### config.mk
export PLATFORM = sky130hd
export DESIGN_NAME = fifo_svc_req
export DESIGN_NICKNAME = d
export VERILOG_FILES = /design/src/rtl/svc_pkg.sv /design/src/rtl/svc_fifo_store.sv /design/src/rtl/svc_port_route.sv /design/src/rtl/svc_req_ctrl.sv /design/src/rtl/fifo_svc_req.sv
export SDC_FILE = /design/constraint.sdc
export NUM_CORES = 1
export LEC_CHECK = 0
export CAP_MARGIN = 20
export CELL_PAD_IN_SITES_DETAIL_PLACEMENT = 1
export CELL_PAD_IN_SITES_GLOBAL_PLACEMENT = 2
export CORE_MARGIN = 10
export CORE_UTILIZATION = 45
export CTS_CLUSTER_SIZE = 12
export DETAILED_ROUTE_END_ITERATION = 10
export GPL_TIMING_DRIVEN = 0
export PLACE_DENSITY = 0.87
export SETUP_SLACK_MARGIN = 0.05
export SYNTH_ARGS = -nofsm -noshare
export SYNTH_HDL_FRONTEND = slang
export SYNTH_HIERARCHICAL = 1
export SYNTH_SLANG_ARGS = --single-unit
export TNS_END_PERCENT = 20
### constraint.sdc
create_clock -name clk -period 10.7 [get_ports clk]
set_clock_uncertainty 0.15 [all_clocks]
set_input_delay 2.675 -clock clk [delete_from_list [all_inputs] [get_ports clk]]
set_output_delay 2.675 -clock clk [all_outputs]
set_load 0.01 [all_outputs]
### src/rtl/svc_pkg.sv
package svc_pkg;

  typedef struct packed {
    logic fifo_en;
    logic dma_mode;
    logic dir_wr;
  } svc_cfg_t;

endpackage

### src/rtl/svc_fifo_store.sv
module svc_fifo_store #(
  parameter int DATA_W = 8,
  parameter int DEPTH  = 16,
  localparam int AW = (DEPTH > 1) ? $clog2(DEPTH) : 1,
  localparam int CW = $clog2(DEPTH + 1)
) (
  input  logic              clk,
  input  logic              rst_n,
  input  logic              flush,
  input  logic              push,
  input  logic [DATA_W-1:0] wdata,
  input  logic              pop,
  output logic [DATA_W-1:0] rdata,
  output logic [CW-1:0]     occ
);

  logic [DATA_W-1:0] mem [DEPTH];
  logic [AW-1:0]     wr_ptr, rd_ptr;

  function automatic logic [AW-1:0] bump(input logic [AW-1:0] p);
    return (p == AW'(DEPTH - 1)) ? '0 : p + 1'b1;
  endfunction

  always_ff @(posedge clk) begin
    if (push) mem[wr_ptr] <= wdata;
  end

  always_ff @(posedge clk) begin
    if (!rst_n || flush) begin
      wr_ptr <= '0;
      rd_ptr <= '0;
      occ    <= '0;
    end else begin
      if (push) wr_ptr <= bump(wr_ptr);
      if (pop)  rd_ptr <= bump(rd_ptr);
      occ <= occ + CW'(push) - CW'(pop);
    end
  end

  assign rdata = mem[rd_ptr];

endmodule

### src/rtl/svc_port_route.sv
module svc_port_route
  import svc_pkg::*;
#(
  parameter int DATA_W = 8,
  parameter int DEPTH  = 16,
  localparam int CW = $clog2(DEPTH + 1)
) (
  input  logic              clk,
  input  logic              rst_n,
  input  svc_cfg_t          cfg,
  input  logic              exec_start,
  input  logic [CW-1:0]     occ,
  input  logic              dev_in_valid,
  input  logic [DATA_W-1:0] dev_in_data,
  input  logic              sector_last,
  input  logic              dev_out_ready,
  input  logic              host_rd_stb,
  input  logic              host_wr_stb,
  input  logic [DATA_W-1:0] host_wdata,
  input  logic              xfer_last,
  output logic              push,
  output logic              pop,
  output logic [DATA_W-1:0] push_data,
  output logic              dev_in_ready,
  output logic              dev_out_valid,
  output logic              sector_flush,
  output logic              wr_last,
  output logic              host_stb,
  output logic              ovr_flag,
  output logic              udr_flag
);

  logic [CW-1:0] cap;
  logic          at_cap, is_empty;

  always_comb begin
    cap      = cfg.fifo_en ? CW'(DEPTH) : CW'(1);
    at_cap   = (occ >= cap);
    is_empty = (occ == '0);

    dev_in_ready  = !cfg.dir_wr && !at_cap;
    dev_out_valid = cfg.dir_wr && !is_empty;

    if (cfg.dir_wr) begin
      push      = host_wr_stb && !at_cap;
      push_data = host_wdata;
      pop       = dev_out_ready && !is_empty;
      host_stb  = host_wr_stb;
    end else begin
      push      = dev_in_valid && !at_cap;
      push_data = dev_in_data;
      pop       = host_rd_stb && !is_empty;
      host_stb  = host_rd_stb;
    end

    sector_flush = !cfg.dir_wr && push && sector_last;
    wr_last      = cfg.dir_wr && push && xfer_last;
  end

  always_ff @(posedge clk) begin
    if (!rst_n || exec_start) begin
      ovr_flag <= 1'b0;
      udr_flag <= 1'b0;
    end else begin
      if (cfg.dir_wr && host_wr_stb && at_cap)    ovr_flag <= 1'b1;
      if (!cfg.dir_wr && host_rd_stb && is_empty) udr_flag <= 1'b1;
    end
  end

endmodule

### src/rtl/svc_req_ctrl.sv
module svc_req_ctrl
  import svc_pkg::*;
#(
  parameter int DEPTH = 16,
  localparam int TW = (DEPTH > 1) ? $clog2(DEPTH) : 1,
  localparam int CW = $clog2(DEPTH + 1)
) (
  input  logic          clk,
  input  logic          rst_n,
  input  svc_cfg_t      cfg,
  input  logic [TW-1:0] thr_field,
  input  logic          exec_start,
  input  logic [CW-1:0] occ,
  input  logic          push,
  input  logic          pop,
  input  logic          sector_flush,
  input  logic          wr_last,
  input  logic          host_stb,
  input  logic          xfer_last,
  input  logic          dma_ack,
  input  logic          dma_tc,
  output logic          req,
  output logic          result_phase
);

  logic          active, fin, tc_seen, host_done, ack_q;
  logic          fin_nx, tc_seen_nx, host_done_nx, req_nx, result_nx;
  logic [CW-1:0] thr, occ_nx, cap, trig, refill;
  logic          last_hit, tc_dma_hit, tc_end;

  always_comb begin
    thr    = CW'(thr_field) + 1'b1;
    occ_nx = exec_start ? '0 : occ + CW'(push) - CW'(pop);
    cap    = cfg.fifo_en ? CW'(DEPTH) : CW'(1);
    trig   = cfg.fifo_en ? CW'(DEPTH) - thr : CW'(1);
    refill = cfg.fifo_en ? thr : '0;

    last_hit   = cfg.dma_mode && xfer_last &&
                 ((dma_ack && !ack_q) || (host_stb && !dma_ack));
    tc_dma_hit = cfg.dma_mode && cfg.dir_wr && dma_tc && dma_ack;
    tc_end     = !cfg.dma_mode && cfg.dir_wr && tc_seen && !dma_tc && !dma_ack;

    fin_nx       = !exec_start &&
                   (fin || (active && (last_hit || tc_dma_hit || tc_end)));
    tc_seen_nx   = !exec_start &&
                   (tc_seen || (active && !cfg.dma_mode && cfg.dir_wr && dma_tc));
    host_done_nx = !exec_start &&
                   (host_done ||
                    (active && cfg.dir_wr && (wr_last || tc_dma_hit || tc_end)));

    if (exec_start)           req_nx = cfg.dir_wr;
    else if (!active || fin_nx) req_nx = 1'b0;
    else if (cfg.dir_wr) begin
      if (occ_nx >= cap)         req_nx = 1'b0;
      else if (occ_nx <= refill) req_nx = 1'b1;
      else                       req_nx = req;
    end else begin
      if (occ_nx == '0)                        req_nx = 1'b0;
      else if (occ_nx >= trig || sector_flush) req_nx = 1'b1;
      else                                     req_nx = req;
    end

    result_nx = !exec_start &&
                (result_phase ||
                 (active && cfg.dir_wr && host_done_nx && occ_nx == '0));
  end

  always_ff @(posedge clk) begin
    if (!rst_n) begin
      active       <= 1'b0;
      fin          <= 1'b0;
      tc_seen      <= 1'b0;
      host_done    <= 1'b0;
      ack_q        <= 1'b0;
      req          <= 1'b0;
      result_phase <= 1'b0;
    end else begin
      active       <= active || exec_start;
      fin          <= fin_nx;
      tc_seen      <= tc_seen_nx;
      host_done    <= host_done_nx;
      ack_q        <= dma_ack;
      req          <= req_nx;
      result_phase <= result_nx;
    end
  end

endmodule

### src/rtl/fifo_svc_req.sv
module fifo_svc_req
  import svc_pkg::*;
#(
  parameter int DATA_W = 8,
  parameter int DEPTH  = 16,
  localparam int TW = (DEPTH > 1) ? $clog2(DEPTH) : 1,
  localparam int CW = $clog2(DEPTH + 1)
) (
  input  logic              clk,
  input  logic              rst_n,
  input  logic              cfg_fifo_en,
  input  logic              cfg_dma_mode,
  input  logic              cfg_dir_wr,
  input  logic [TW-1:0]     cfg_thresh,
  input  logic              exec_start,
  input  logic              sector_last,
  input  logic              dev_in_valid,
  output logic              dev_in_ready,
  input  logic [DATA_W-1:0] dev_in_data,
  output logic              dev_out_valid,
  input  logic              dev_out_ready,
  output logic [DATA_W-1:0] dev_out_data,
  input  logic              host_rd_stb,
  input  logic              host_wr_stb,
  input  logic [DATA_W-1:0] host_wdata,
  output logic [DATA_W-1:0] host_rdata,
  input  logic              xfer_last,
  input  logic              dma_ack,
  input  logic              dma_tc,
  output logic              dma_req,
  output logic              irq,
  output logic              rqm,
  output logic              result_phase,
  output logic              ovr_flag,
  output logic              udr_flag
);

  svc_cfg_t          cfg;
  logic              push, pop, sector_flush, wr_last, host_stb, req;
  logic [DATA_W-1:0] push_data, head;
  logic [CW-1:0]     occ;

  assign cfg = '{fifo_en: cfg_fifo_en, dma_mode: cfg_dma_mode, dir_wr: cfg_dir_wr};

  svc_port_route #(.DATA_W(DATA_W), .DEPTH(DEPTH)) u_route (
    .clk(clk), .rst_n(rst_n), .cfg(cfg), .exec_start(exec_start), .occ(occ),
    .dev_in_valid(dev_in_valid), .dev_in_data(dev_in_data),
    .sector_last(sector_last), .dev_out_ready(dev_out_ready),
    .host_rd_stb(host_rd_stb), .host_wr_stb(host_wr_stb),
    .host_wdata(host_wdata), .xfer_last(xfer_last),
    .push(push), .pop(pop), .push_data(push_data),
    .dev_in_ready(dev_in_ready), .dev_out_valid(dev_out_valid),
    .sector_flush(sector_flush), .wr_last(wr_last), .host_stb(host_stb),
    .ovr_flag(ovr_flag), .udr_flag(udr_flag)
  );

  svc_fifo_store #(.DATA_W(DATA_W), .DEPTH(DEPTH)) u_store (
    .clk(clk), .rst_n(rst_n), .flush(exec_start),
    .push(push), .wdata(push_data), .pop(pop), .rdata(head), .occ(occ)
  );

  svc_req_ctrl #(.DEPTH(DEPTH)) u_ctrl (
    .clk(clk), .rst_n(rst_n), .cfg(cfg), .thr_field(cfg_thresh),
    .exec_start(exec_start), .occ(occ), .push(push), .pop(pop),
    .sector_flush(sector_flush), .wr_last(wr_last), .host_stb(host_stb),
    .xfer_last(xfer_last), .dma_ack(dma_ack), .dma_tc(dma_tc),
    .req(req), .result_phase(result_phase)
  );

  assign host_rdata   = head;
  assign dev_out_data = head;
  assign dma_req      = req && cfg_dma_mode;
  assign irq          = req && !cfg_dma_mode;
  assign rqm          = req && !cfg_dma_mode;

endmodule

Word level (Yosys, flattened, before mapping)
Memories as Yosys holds them, arrays and structs flattened. A register that Yosys moved wholly into a read port is not among the register bits.
Index checks and enable logic that the tools add are counted.
- order comparisons: 4
- muxes and demuxes: 21
- $add $sub $neg: 6
- reduce and logical (&&, ||, !) cells: 66
- eq/ne operators: 3
- operators with widths (operator ; number):
    logical AND 1 bit ; 39
    2-to-1 mux 5 bit ; 4
    2-to-1 mux 4 bit ; 4
    greater-or-equal comparator 5 bit ; 3
    logical OR 1 bit ; 13
    2-to-1 mux 1 bit ; 12
    zero test 1 bit ; 10
    zero test 5 bit ; 2
    adder 4 x 1 -> 4 bit (second input constant) ; 2
    equality test 4 bit (second input constant) ; 2
    2-to-1 mux 8 bit ; 1
    adder 4 x 1 -> 5 bit (second input constant) ; 1
    adder 5 x 1 -> 5 bit ; 1
    <= comparator 5 bit ; 1
    != test 5 x 1 -> 1 bit (second input constant) ; 1
    nonzero test 5 bit ; 1
    subtractor 5 x 1 -> 5 bit ; 1
    subtractor 5 bit (first input constant) ; 1
    AND reduction 2 bit ; 1
- bits of input ports: 34
- output and inout bits: 24
- memory bits (writable): 128
- logic and storage cells: 113
- memories kept: 1
- flip-flop bits (word level): 22
- memory list (memory ; words ; bits a word ; rd ports ; clocked after memory_dff ; write ports ; RTL line ; text):
    u_store.mem ; 16 ; 8 ; 1 ; 1 ; 1 ; svc_fifo_store.sv:17 ; logic [DATA_W-1:0] mem [DEPTH];

Depth between registers and ports, before layout
- depth after elaboration: 16
- mapped depth: 18
- mapped depth without buffers: 18

By module
The synthesis kept the hierarchy.
- by module, submodules not included (module ; cells an instance ; instances ; seq. area each (um^2) ; area each (um^2)):
    svc_fifo_store ; 302 ; 1 ; 4184.0 ; 5799.3
    svc_req_ctrl ; 127 ; 1 ; 140.1 ; 964.7
    svc_port_route ; 39 ; 1 ; 40.0 ; 342.8
    fifo_svc_req ; 11 ; 1 ; 0.0 ; 83.8

Worst setup path before layout
OpenSTA, ideal clock, no wires.
- path type: input to output
- from: input cfg_fifo_en
- to: output dev_in_ready
- path buffers: 0
- cell stages on the path: 5
- arrival time: 3485 ps
- path slack: 4390 ps
- cells stage by stage: inv_1 > ha_1 > nor2_1 > a31oi_4 > nor2_1
- word-level cells in the longest chain between the ends: 4
- RTL lines (what ; RTL line ; text):
    from (decl) ; fifo_svc_req.sv:11 ; input logic cfg_fifo_en,
    2-to-1 mux 5 bit ; svc_port_route.sv:37 ; cap = cfg.fifo_en ? CW'(DEPTH) : CW'(1);
    greater-or-equal comparator 5 bit ; svc_port_route.sv:38 ; at_cap = (occ >= cap);
    zero test 1 bit ; svc_port_route.sv:41 ; dev_in_ready = !cfg.dir_wr && !at_cap;
    logical AND 1 bit ; svc_port_route.sv:41 ;
    to (decl) ; fifo_svc_req.sv:18 ; output logic dev_in_ready,
No other way between the ends.

Worst setup path after layout
Ends and elaborated chain as after synthesis.

==> run metrics <==
Total Neg Setup Slack=0 ps; Synth Area in Adders=0.0578; first-pass GRT wire length=26.3 mm; dpl ws=3080 ps; H-tree depth reported by CTS=4; CP required=a little under 8000 ps; Mapped Avg Cell Area=15.0 um2; RSZ-0062 raised after global routing=no; post-synthesis mux area share=0.127; Tcrit/Tclk final=0.696; Mapped Area=around 7200 um2; antenna viol nets, final=0; Routability Congestion=0.830; CTS clk-pin slew, worst paths=about 60 ps; Root Buffer=clkbuf_16; Worst path top cell family by delay=buffers and inverters; commonest cells after routing, fill and taps aside=edfxtp_1, clkdlybuf4s50_1, nand2_1, nor2_1, ha_1; initial antenna violation count=0; WS Path Type=input pin to primary output; Core Area=15,800 um2; YS warnings=6; Leakage=around 2.9 nW; Slew headroom=0.533; Post-CTS Setup Bufs=0; status=finished, final reports clean; Synth Flop Type=edfxtp_1; peak supply drop=0.136 mV; DRC=0; share of the yosys chip area belonging to registers=0.607; FFs w/ async S/R, synth=0; Total Die Area=around 21,000 um2; Post-synth EDFFs=128; hold crit path type=flop to flop; layout net count=621; met3 Resource Use GR=0.0464; Mapped Cells=479; Unique masters post-synth=56; crit path max fanout=4; insertion delay of the later-clocked pin in the worst-skew pair=420 ps; n_diodes=0; wire per inst=21.4 um; FF+latch count, synth=154; Worst setup SP type=input pin; Max Freq=134 MHz; IO Count=just under 60; Die Y=146 um; Worst path slowest cell=clkdlybuf4s50_1; max-slew violations=0; main combinational cell family by area after synthesis=multiplexers; Synth Area in Compound Gates=0.0576; total iterations of the first detailed-routing run=4; Hold Vio Cnt, Final=0; DIE WIDTH=146 um; most common cell after layout, fill and taps aside=edfxtp_1; Worst Path Buf+Inv=3; Rows=46; via count=between 4,000 and 5,000; Crit. End Element=primary output; total CTS buffers=17; power per cell area=206 nW/um2; Tmin final=7440 ps; GRT busiest layer=met2; grt met2 use=0.287; crit path DAT=between 4000 and 5000 ps; clk buf depth=2; Clock Sinks=154; port bufs=57; Routed WL=16.8 mm; critical path cell sequence=clkdlybuf4s50_1 > inv_1 > ha_1 > nor2_1 > a31oi_4 > nor2_1 > clkdlybuf4s50_1; CTS tree=done; largest net degree at the start of global routing=17; Final Setup Violations=0; M1 GR Usage=0.179; max_cap viols=0; GRT overflow=0; CP peak stage delay=560 ps; worst slew pin tran=around 700 ps; simple-gate share of the synthesized area=0.0962; final core occ=0.545; vias in the first global route=4,673; starting density of the core=0.456; vias per inst=5.45; Area Growth Syn to Fin=19.6%; XOR/XNOR Fraction of Synth Area=0.0158; HPWL after DPL=11.9 mm; # hold bufs at CTS=0; layout cell share with drive strength beyond 1=0.155; Gates resized, CTS repair=0; FILL cells=1,553; all-layer global routing usage=0.160; post-route setup slack=between 3000 and 4000 ps; syn nets=approximately 550; Detailed Route Iter0 Violations=between 200 and 250
sequential cells by signal (all words and copies together) (netlist names), named ones only:
| register | flops |
|---|---|
| u_ctrl/host_done | 1 |
| u_route/ovr_flag | 1 |
| u_ctrl/active | 1 |
| u_store/occ | 5 |
| u_ctrl/fin | 1 |
| u_ctrl/result_phase | 1 |
| u_ctrl/req | 1 |
| u_ctrl/tc_seen | 1 |
| u_store/wr_ptr | 4 |
| u_ctrl/ack_q | 1 |
| u_store/rd_ptr | 4 |
| u_store/mem | 128 |
| u_route/udr_flag | 1 |
Yosys cell counts, types with 2 or more instances:
master,count,area share
a21o_1,2,0.0021
nor3b_1,2,0.0021
mux2_2,10,0.016
nor4b_1,2,0.0024
buf_2,2,0.0014
and2_1,19,0.017
fa_1,2,0.0056
a21oi_1,12,0.0084
and3b_1,2,0.0024
and2_2,2,0.0021
xnor2_1,6,0.0073
nor3b_2,3,0.0052
o21ai_0,9,0.0063
o41ai_1,2,0.0024
nand2b_1,9,0.0078
dfxtp_1,26,0.072
clkbuf_1,3,0.0016
ha_1,30,0.052
a31oi_1,2,0.0017
nand4_1,2,0.0017
buf_1,2,0.0010
buf_6,2,0.0031
buf_4,11,0.011
a21o_2,2,0.0024
a211oi_1,3,0.0031
clkdlybuf4s25_2,3,0.0042
mux2i_1,2,0.0028
edfxtp_1,128,0.53
nor2b_1,7,0.0061
nand3_1,7,0.0049
a22oi_1,16,0.017
mux4_1,16,0.058
mux4_2,16,0.050
xor2_1,7,0.0085
nor2_1,30,0.016
o21a_1,4,0.0042
nand2_1,30,0.016
inv_1,25,0.013
nor3_1,4,0.0028
metal layers:
metal  vias up  share of wire
met2       101           0.53
met5         -              0
met3        24          0.054
li1       1979              -
met1      2172           0.40
met4         0          0.018
per-stage QoR:
stage	hold WS (ps)	instances	total power, mW	area [um2]
finish	306	784	1.77	8600
global route	327	784	1.88	8600
CTS	308	784	1.79	8600
detailed placement	296	752	1.22	8030
global placement	289	752	1.19	8030
floorplan	279	479	1.06	7190
cell type report:
class	instances	area [um2]	share of cell area
clock buffers	17	425	0.0495
clock inverters	15	140	0.0163
multi-input cells	276	2550	0.296
plain buffers	24	184	0.0214
repair buffers	57	571	0.0664
flip-flops and latches	154	4360	0.508
well taps	216	270	0.0314
inverters	25	93.8	0.0109
path summary, 6_finish.rpt:
path                                 start                       endpoint  slack (ps)  cells after the start
max                            cfg_fifo_en                   dev_in_ready        3260                      7
max reg2reg      u_store/occ[1]$_SDFF_PP0_        u_ctrl/req$_SDFFE_PN0P_        6050                     17
min reg2reg  u_route/ovr_flag$_SDFFE_PP0P_  u_route/ovr_flag$_SDFFE_PP0P_         310                      2
min          u_route/ovr_flag$_SDFFE_PP0P_  u_route/ovr_flag$_SDFFE_PP0P_         310                      2
cells by family (layout without fill, tap and decap cells):
kind of cell    count (synthesis)  after routing
mux                            44             44
fa+ha+maj                      32             32
simple gates                  128            128
xor+xnor                       13             13
flops                         154            154
compound gates                 59             59
buf+inv                        49            138
power breakdown:
part	internal (mW)	switching [mW]	total, mW
clock	0.323	0.249	0.573
combinational	0.243	0.271	0.513
sequential	0.670	0.0179	0.688
total	1.24	0.537	1.77
worst min-delay path, delay by kind of cell (launching register included):
kind,cells,cell delay (ps)
buffers and inverters,1,50
AOI/OAI and AO/OA,1,50
DFF,1,310
(Power assumes the default switching activity.)
